## src/rtl/wp_split_pkg.sv

```systemverilog
package wp_split_pkg;

   typedef enum logic [1:0] {
      OP_COUNT     = 2'd0,
      OP_INSERT    = 2'd1,
      OP_REMOVE    = 2'd2,
      OP_COUNT_ALT = 2'd3
   } wp_op_e;

   typedef enum logic {
      ST_IDLE = 1'b0,
      ST_RUN  = 1'b1
   } wp_state_e;

   function automatic logic op_is_count(input wp_op_e op);
      return (op == OP_COUNT) || (op == OP_COUNT_ALT);
   endfunction

endpackage

```

## src/rtl/wp_size_lut.sv

```systemverilog
module wp_size_lut #(
   parameter int LEN_W = 8,
   parameter bit WIDE  = 1'b0
) (
   input  logic [2:0]       addr_lo,
   input  logic [LEN_W-1:0] rem_len,
   output logic [3:0]       size
);
   localparam int MAXB = WIDE ? 8 : 4;

   logic [2:0] align;
   logic [2:0] idx;

   generate
      if (WIDE) begin : g_wide_align
         assign align = addr_lo;
      end else begin : g_narrow_align
         assign align = {1'b0, addr_lo[1:0]};
      end
   endgenerate

   always_comb begin
      if (rem_len >= LEN_W'(MAXB)) idx = 3'(MAXB - 1);
      else                         idx = 3'(rem_len - LEN_W'(1));
   end

   always_comb begin
      unique case (idx)
         3'd0:       size = 4'd1;
         3'd1, 3'd2: size = align[0] ? 4'd1 : 4'd2;
         3'd7:       size = (align == 3'd0) ? 4'd8 :
                            align[0] ? 4'd1 : (align[1] ? 4'd2 : 4'd4);
         default:    size = align[0] ? 4'd1 : (align[1] ? 4'd2 : 4'd4);
      endcase
   end
endmodule

```

## src/rtl/wp_bypass_chk.sv

```systemverilog
module wp_bypass_chk #(
   parameter int LEN_W = 8,
   parameter bit WIDE  = 1'b0
) (
   input  logic [2:0]       addr_lo,
   input  logic [LEN_W-1:0] len,
   output logic             hit,
   output logic [3:0]       size
);
   logic hit8;

   generate
      if (WIDE) begin : g_has8
         assign hit8 = (len == LEN_W'(8)) && (addr_lo == 3'd0);
      end else begin : g_no8
         assign hit8 = 1'b0;
      end
   endgenerate

   assign hit  = (len == LEN_W'(1))
              || ((len == LEN_W'(2)) && (addr_lo[0] == 1'b0))
              || ((len == LEN_W'(4)) && (addr_lo[1:0] == 2'd0))
              || hit8;
   assign size = len[3:0];
endmodule

```

## src/rtl/wp_region_splitter.sv

```systemverilog
module wp_region_splitter
   import wp_split_pkg::*;
#(
   parameter int ADDR_W    = 32,
   parameter int LEN_W     = 8,
   parameter bit WIDE      = 1'b0,
   parameter int NUM_SLOTS = 4
) (
   input  logic              clk,
   input  logic              rst_n,
   input  logic              req_valid,
   output logic              req_ready,
   input  logic [1:0]        req_op,
   input  logic [ADDR_W-1:0] req_addr,
   input  logic [LEN_W-1:0]  req_len,
   output logic              chunk_valid,
   input  logic              chunk_ready,
   input  logic              chunk_ok,
   output logic              chunk_remove,
   output logic [ADDR_W-1:0] chunk_addr,
   output logic [3:0]        chunk_size,
   output logic              done,
   output logic              done_fail,
   output logic [LEN_W:0]    done_count,
   output logic              done_fits
);
   localparam int CNT_W = LEN_W + 1;

   generate
      if (LEN_W < 4)         begin : g_bad_len  $error("LEN_W must be at least 4");  end
      if (ADDR_W < 4)        begin : g_bad_addr $error("ADDR_W must be at least 4"); end
      if (NUM_SLOTS < 1 || NUM_SLOTS >= (1 << CNT_W))
                             begin : g_bad_slot $error("NUM_SLOTS out of range");    end
   endgenerate

   wp_state_e          st_q;
   wp_op_e             op_q;
   logic [ADDR_W-1:0]  addr_q;
   logic [LEN_W-1:0]   rem_q;
   logic [CNT_W-1:0]   cnt_q;
   logic               first_q;
   logic               done_q;
   logic               fail_q;
   logic [CNT_W-1:0]   dcnt_q;

   logic [3:0]         lut_size;
   logic [3:0]         byp_size;
   logic               byp_hit;
   logic [3:0]         size_sel;
   logic               run;
   logic               is_count;
   logic               last;
   logic               xfer;
   logic               advance;
   logic               reject;

   wp_size_lut #(.LEN_W(LEN_W), .WIDE(WIDE)) u_lut (
      .addr_lo (addr_q[2:0]),
      .rem_len (rem_q),
      .size    (lut_size)
   );

   wp_bypass_chk #(.LEN_W(LEN_W), .WIDE(WIDE)) u_byp (
      .addr_lo (addr_q[2:0]),
      .len     (rem_q),
      .hit     (byp_hit),
      .size    (byp_size)
   );

   assign size_sel = (first_q && byp_hit) ? byp_size : lut_size;
   assign run      = (st_q == ST_RUN);
   assign is_count = op_is_count(op_q);
   assign last     = (rem_q == LEN_W'(size_sel));
   assign xfer     = chunk_valid && chunk_ready;
   assign advance  = run && (is_count || (xfer && chunk_ok));
   assign reject   = xfer && !chunk_ok;

   assign req_ready    = !run;
   assign chunk_valid  = run && !is_count;
   assign chunk_remove = (op_q == OP_REMOVE);
   assign chunk_addr   = addr_q;
   assign chunk_size   = size_sel;
   assign done         = done_q;
   assign done_fail    = fail_q;
   assign done_count   = dcnt_q;
   assign done_fits    = (dcnt_q <= CNT_W'(NUM_SLOTS));

   always_ff @(posedge clk or negedge rst_n) begin
      if (!rst_n) begin
         st_q    <= ST_IDLE;
         op_q    <= OP_COUNT;
         addr_q  <= '0;
         rem_q   <= '0;
         cnt_q   <= '0;
         first_q <= 1'b0;
         done_q  <= 1'b0;
         fail_q  <= 1'b0;
         dcnt_q  <= '0;
      end else begin
         done_q <= 1'b0;
         unique case (st_q)
            ST_IDLE: begin
               if (req_valid) begin
                  if (req_len == '0) begin
                     done_q <= 1'b1;
                     fail_q <= 1'b0;
                     dcnt_q <= '0;
                  end else begin
                     st_q    <= ST_RUN;
                     op_q    <= wp_op_e'(req_op);
                     addr_q  <= req_addr;
                     rem_q   <= req_len;
                     cnt_q   <= '0;
                     first_q <= 1'b1;
                  end
               end
            end
            ST_RUN: begin
               if (reject) begin
                  st_q   <= ST_IDLE;
                  done_q <= 1'b1;
                  fail_q <= 1'b1;
                  dcnt_q <= cnt_q;
               end else if (advance) begin
                  addr_q  <= addr_q + ADDR_W'(size_sel);
                  rem_q   <= rem_q - LEN_W'(size_sel);
                  cnt_q   <= cnt_q + CNT_W'(1);
                  first_q <= 1'b0;
                  if (last) begin
                     st_q   <= ST_IDLE;
                     done_q <= 1'b1;
                     fail_q <= 1'b0;
                     dcnt_q <= cnt_q + CNT_W'(1);
                  end
               end
            end
            default: st_q <= ST_IDLE;
         endcase
      end
   end
endmodule

```

## config.mk

```make
export PLATFORM = sky130hd
export DESIGN_NAME = wp_region_splitter
export DESIGN_NICKNAME = d
export VERILOG_FILES = /design/src/rtl/wp_split_pkg.sv /design/src/rtl/wp_size_lut.sv /design/src/rtl/wp_bypass_chk.sv /design/src/rtl/wp_region_splitter.sv
export SDC_FILE = /design/constraint.sdc
export NUM_CORES = 1
export LEC_CHECK = 0
export BUFFER_PORTS_ARGS = -buffer_cell sky130_fd_sc_hd__buf_2
export CORE_MARGIN = 2
export CORE_UTILIZATION = 55
export CTS_CLUSTER_SIZE = 10
export DETAILED_ROUTE_END_ITERATION = 7
export PLACE_DENSITY = 0.91
export SYNTH_ARGS = -nofsm -noshare
export SYNTH_HDL_FRONTEND = slang
export SYNTH_SLANG_ARGS = --single-unit
```

## constraint.sdc

```tcl
create_clock -name clk -period 3.7 [get_ports clk]
set_input_delay 0.74 -clock clk [delete_from_list [all_inputs] [get_ports clk]]
set_output_delay 0.74 -clock clk [all_outputs]
set_load 0.02 [all_outputs]
```

==> impl_results.md, run 1 <==
- Status: complete, no violations
- Critical Path End: rem_q[6]
- Setup TNS: 0 ns
- Worst-Margin Slew: around 0.72 ns
- Fraction of registers with async set/reset: 100%
- Syn nets: 557
- Die Width: 91.7 µm
- GRT Total Usage: 29.5%
- CP peak stage delay: 0.62 ns
- Worst path required time: 3.91 ns
- R2r endpoint: rem_q[6]
- Number of global-route vias before repair: 4188
- Register-to-Register Path Depth: 11
- Synth area leader: dfrtp_1
- Register area share after synthesis: between 30% and 40%
- Antenna cell count: 0
- Crit. End Element: flop
- Overall power: 4.89 mW
- Switching part of the total power: 50.4%
- Clock root buffer master: clkbuf_8
- PnR worst setup slack: roughly 0.16 ns
- Worst R2R Start: rem_q[6]
- CTS Hold Buffers Added: 0
- Startpoint Class: flop
- Most common cell in the netlist: dfrtp_1
- CTS Buf Count: 9
- DR pass1 iterations: 5
- Final slew viol count: 0
- Period utilization: 95.7%
- Synth cell types: 59
- Clock transition at path regs: roughly 0.070 ns
- Clock tree buffer depth: 2
- Final net count: 650
- CTS tree: built
- HPWL Detailed: 8390 µm
- Number of synthesis warnings: 0
- Yosys top cell area share: 37.9%
- Share of layout cells above drive strength 1: 24.7%
- Clock skew: between 0.008 and 0.009 ns
- Setup-failing EPs final: 0
- DP Worst Slack: 0.0636 ns
- Cells after Synth: 494
- Pwr dens: 972 nW/µm²
- Synth top cells by count: dfrtp_1 (64), nand2_1 (53), nor2_1 (47)
- Die height: 91.7 µm
- Crit-path slowest cell: or4b_2
- Die area: 8400 µm²
- Layout overhead on the synthesized area: 19.1%
- Peak Freq: between 0.2 and 0.3 GHz
- Max VDD drop: 517 µV
- Final hold vios: 0
- Layout Cells excl Fill: 690
- DR WL/cell: 17.4 µm
- Largest net degree at the start of global routing: 38
- Sequential Power Share: 29.1%
- WS Path Type: reg2reg
- Post-CTS sizing: 0
- Power share of the combinational group: 57.6%
- Post-place instance area: 4800 µm²
- Worst setup startpoint: rem_q[6]
- Synthesized area per cell: 8.56 µm²
- Final Cell Area: around 5000 µm²
- First-pass GRT wire length: 19900 µm
- Max-slew headroom: 52.0%
- Clock Latency Late Sink: 0.36 ns
- I/O pin total: 98
- I/O Buffers: 97
- Number of max-cap violations: 0
- H-tree Lvls: 3
- Core Area: about 7300 µm²
- Worst hold path type: in2async
- P_int: between 2 and 2.5 mW
- ANT nets after route: 0
- Crit Path Max Fanout: 9
- Number of clock sinks: 64
- Number of flops mapped to enable cells by yosys: 0
- Tmin final: 3.54 ns
- Placed Cells: between 600 and 700
- Dominant synthesized flop cell: dfrtp_1
- Routability congestion estimate from global placement: 0.921
- Vias/cell: 6.29
- DRC Markers: 0
- Drt first-iter violations: 293
- Remaining Overflow, GRT: 0
- Psw: between 2 and 2.5 mW
- Cells taking the most area after synthesis: dfrtp_1 (38%), o21ai_0 (4.7%), nand2_1 (4.7%)
- Row count: 31
- Routed WL: 12000 µm
- Pleak: 2.36 nW
- R2R Setup Slk: 0.16 ns
- CP arrival: 3.75 ns
- FF+latch count, synth: 64
- Initial Util: slightly below 60%
- Routed vias: 4343
- Postcts setup bufs: 0
- Synthesized cell area: 4230 µm²
- Clock power share: 13.3%
- Ordered list of cells on the worst path: or4_4 -> nor2_1 -> o211a_4 -> a21oi_1 -> o22ai_1 -> ha_1 -> nor2b_1 -> o21ai_0 -> or4b_2 -> a21oi_1 -> o22ai_1
- Initial antenna violation count: 0
## how the worst min path moves through the flow
stage | slack (ns) | depth (start not counted) | to
final | 0.44 | 1 | chunk_addr[5]
after global routing | 0.48 | 1 | chunk_addr[20]
after CTS | 0.46 | 1 | chunk_addr[5]
after detailed placement | 0.50 | 2 | op_q[1]
after global placement | 0.47 | 2 | op_q[1]
after floorplan | 0.44 | 0 | chunk_addr[0]
## power groups by stage
stage               clock (mW)  combinational (mW)  sequential [mW]
global route             0.689                3.09             1.47
global placement             0                2.63             1.37
finish                   0.653                2.82             1.42
detailed placement           0                2.75             1.41
CTS                      0.659                2.76             1.40
floorplan                    0                1.81             1.55
## sequential cells by signal, summed over array words and instances, names as in the netlist
name        flops
chunk_addr     32
cnt_q           9
done_count      9
rem_q           8
op_q            2
done            1
done_fail       1
first_q         1
run             1
## cells in the final DEF (no fill, tap or decap), types with 10 or more instances in the layout
cell type	instances
a21oi_1	27
and3_1	12
buf_2	97
buf_4	11
dfrtp_1	64
ha_1	14
inv_1	11
mux2i_1	16
nand2_1	53
nand3_1	25
nand4_1	11
nor2_1	46
nor3_1	17
o21ai_0	40
xnor2_1	10
## per-stage QoR
stage                     hold WS (ns)  utilization (%)
after floorplan                  0.444                -
after global placement           0.472             65.4
after detailed placement         0.501             65.4
after CTS                        0.455             68.2
after global routing             0.482             68.7
final                            0.437             68.7
## metal layers
layer	share of wire, %	GRT usage (%)	vias to the layer above
met5	0	0	-
met4	3.3	12.5	0
met3	7.5	5.34	40
met2	50	49.3	229
met1	39	37.5	2069
li1	-	-	2005
## layout make-up
type	count	area, µm²
fill	579	2300
clock buffer	11	131
tap	99	124
multi-input combinational	393	2500
clock inverter	4	70.1
inverter	11	41.3
timing repair buffer	108	568
sequential	64	1600
## cell families (layout without fill, tap and decap cells)
group                      count (synthesis)  in the layout  share of synthesized area (%)
and+or+nand+nor                          219            219                           27.4
AOI/OAI and AO/OA                        131            131                           19.7
DFF                                       64             64                           37.9
buffers and inverters                     37            134                           3.91
adders and majority gates                 16             16                           5.09
muxes                                     16             16                           3.79
xor gates and xnor gates                  11             11                           2.28
## worst max-delay path, delay by kind of cell, from the launching register on
family	cells	cell delay, ns
adder cells (fa/ha/maj)	1	0.32
AND/OR/NAND/NOR	4	1.59
flip-flops	1	0.41
AO/OA/AOI/OAI	6	1.09
No activity file was read; power rests on OpenSTA's default activity.
==> inputs of run 2 (changes only) <==
- CORE_MARGIN: 2 -> default
==> impl_results.md, run 2 (synthesis results as in run 1) <==
- Worst path required time: 3.91 ns
- DR pass1 iterations: 6
- Number of global-route vias before repair: 4005
- Die area: 8040 µm²
- Clock transition at path regs: 0.07 ns
- Sequential Power Share: 28.8%
- Share of layout cells above drive strength 1: 25.0%
- Number of max-cap violations: 0
- I/O pin total: about 100
- Remaining Overflow, GRT: 0
- Final Cell Area: 5060 µm²
- Max VDD drop: 525 µV
- Core Area: between 7000 and 8000 µm²
- Crit. End Element: flop
- Psw: 2.48 mW
- Tmin final: roughly 3.6 ns
- Clock power share: 14.6%
- Clock skew: around 0.0056 ns
- Largest net degree at the start of global routing: 38
- Drt first-iter violations: 358
- Number of clock sinks: 64
- Final net count: 651
- P_int: 2.51 mW
- Vias/cell: 6.27
- I/O Buffers: 97
- DRC Markers: 0
- Clock Latency Late Sink: roughly 0.35 ns
- Die height: 89.7 µm
- Startpoint Class: flop
- First-pass GRT wire length: 19400 µm
- DR WL/cell: between 15 and 20 µm
- Register-to-Register Path Depth: 11
- Post-place instance area: 4800 µm²
- Antenna cell count: 0
- Worst R2R Start: rem_q[6]
- H-tree Lvls: 3
- Peak Freq: 0.281 GHz
- Setup TNS: 0 ns
- Pleak: roughly 2.4 nW
- Final hold vios: 0
- Commonest non-fill, non-tap cells in the layout: buf_2 (97), dfrtp_1 (64), nand2_1 (53), nor2_1 (46), o21ai_0 (39)
- Clock tree buffer depth: 2
- Final slew viol count: 0
- WS Path Type: reg2reg
- GRT Total Usage: 31.9%
- Period utilization: 96.2%
- Pwr dens: 984 nW/µm²
- R2r endpoint: rem_q[6]
- Routability congestion estimate from global placement: 0.842
- CTS Buf Count: 9
- Worst hold path type: in2async
- CTS tree: built
- Worst-Margin Slew: 0.708 ns
- Initial antenna violation count: 0
- Row count: 31
- Switching part of the total power: between 40% and 50%
- CP arrival: 3.77 ns
- Layout Utilization: ~70%
- Routed vias: 4337
- HPWL Detailed: 8060 µm
- Power share of the combinational group: a little under three fifths
- Commonest non-fill, non-tap cell in the layout: buf_2
- Largest register FFs: 32
- Routed WL: 11800 µm
- Max-slew headroom: 52.8%
- Clock root buffer master: clkbuf_8
- Die Width: 89.7 µm
- Filler instances: 556
- Initial Util: between 50% and 60%
- R2R Setup Slk: 0.14 ns
- ANT nets after route: 0
- Setup-failing EPs final: 0
- Status: complete, no violations
- Layout overhead on the synthesized area: 19.7%
- Hold Slack: 0.435 ns
- Crit Path Max Fanout: 4
## run 2: layout make-up
type,instances,area [µm²],share of cell area (%)
Tap cell,99,124,2.45
Clock inverter,6,108,2.13
Timing Repair Buffer,109,576,11.4
Sequential cell,64,1600,31.6
Inverter,11,41.3,0.816
Multi-Input combinational cell,393,2480,49.1
Clock buffer,10,128,2.52
## run 2: worst max path at each step
stage | slack [ns] | from | end
2_1_floorplan | 0.13 | rem_q[6] | chunk_addr[14]
3_3_place_gp | 0.28 | rem_q[6] | chunk_addr[24]
3_5_place_dp | -0.005 | rem_q[6] | rem_q[6]
4_1_cts | 0.01 | rem_q[6] | chunk_addr[26]
5_1_grt | -0.04 | rem_q[4] | rem_q[6]
6_report | 0.14 | rem_q[6] | rem_q[6]
## run 2: routing by layer
metal,track usage (%),up-vias,wire [µm]
met5,0,-,0
met4,14.1,0,293
met3,5.67,31,959
met2,52.5,240,5690
met1,41.4,2064,4840
li1,-,2002,-
## run 2: critical path: stages (launching register included)
cell and delay [ns]:
dfrtp_1 0.42, or4_1 0.64, nor4_2 0.26, a21oi_1 0.13, nor4_2 0.31, a21o_1 0.25, fa_1 0.24, nor2b_1 0.07
o21ai_1 0.22, or4b_2 0.61, a21oi_1 0.17, o22ai_1 0.10
## run 2: power groups by stage
stage	Clock, mW	Combinational (mW)	Sequential (mW)
finish	0.728	2.82	1.43
global route	0.771	3.11	1.48
CTS	0.733	2.78	1.41
detailed placement	0	2.73	1.42
global placement	0	2.62	1.40
floorplan	0	1.81	1.55
## run 2: metrics by stage
stage	total power [mW]	setup WS (ns)	std cells
global route	5.36	-0.0433	692
global placement	4.02	0.283	675
CTS	4.93	0.0137	691
floorplan	3.36	0.134	494
detailed placement	4.15	-0.00539	675
finish	4.98	0.142	692
## run 2: repair_timing
item / CTS / global route
endpoints found under the setup margin: 1 / 18
setup buffers: 0 / 1
hold buffers: 0 / 0
gates resized for setup: 1 / 6
pin swaps: 0 / 1
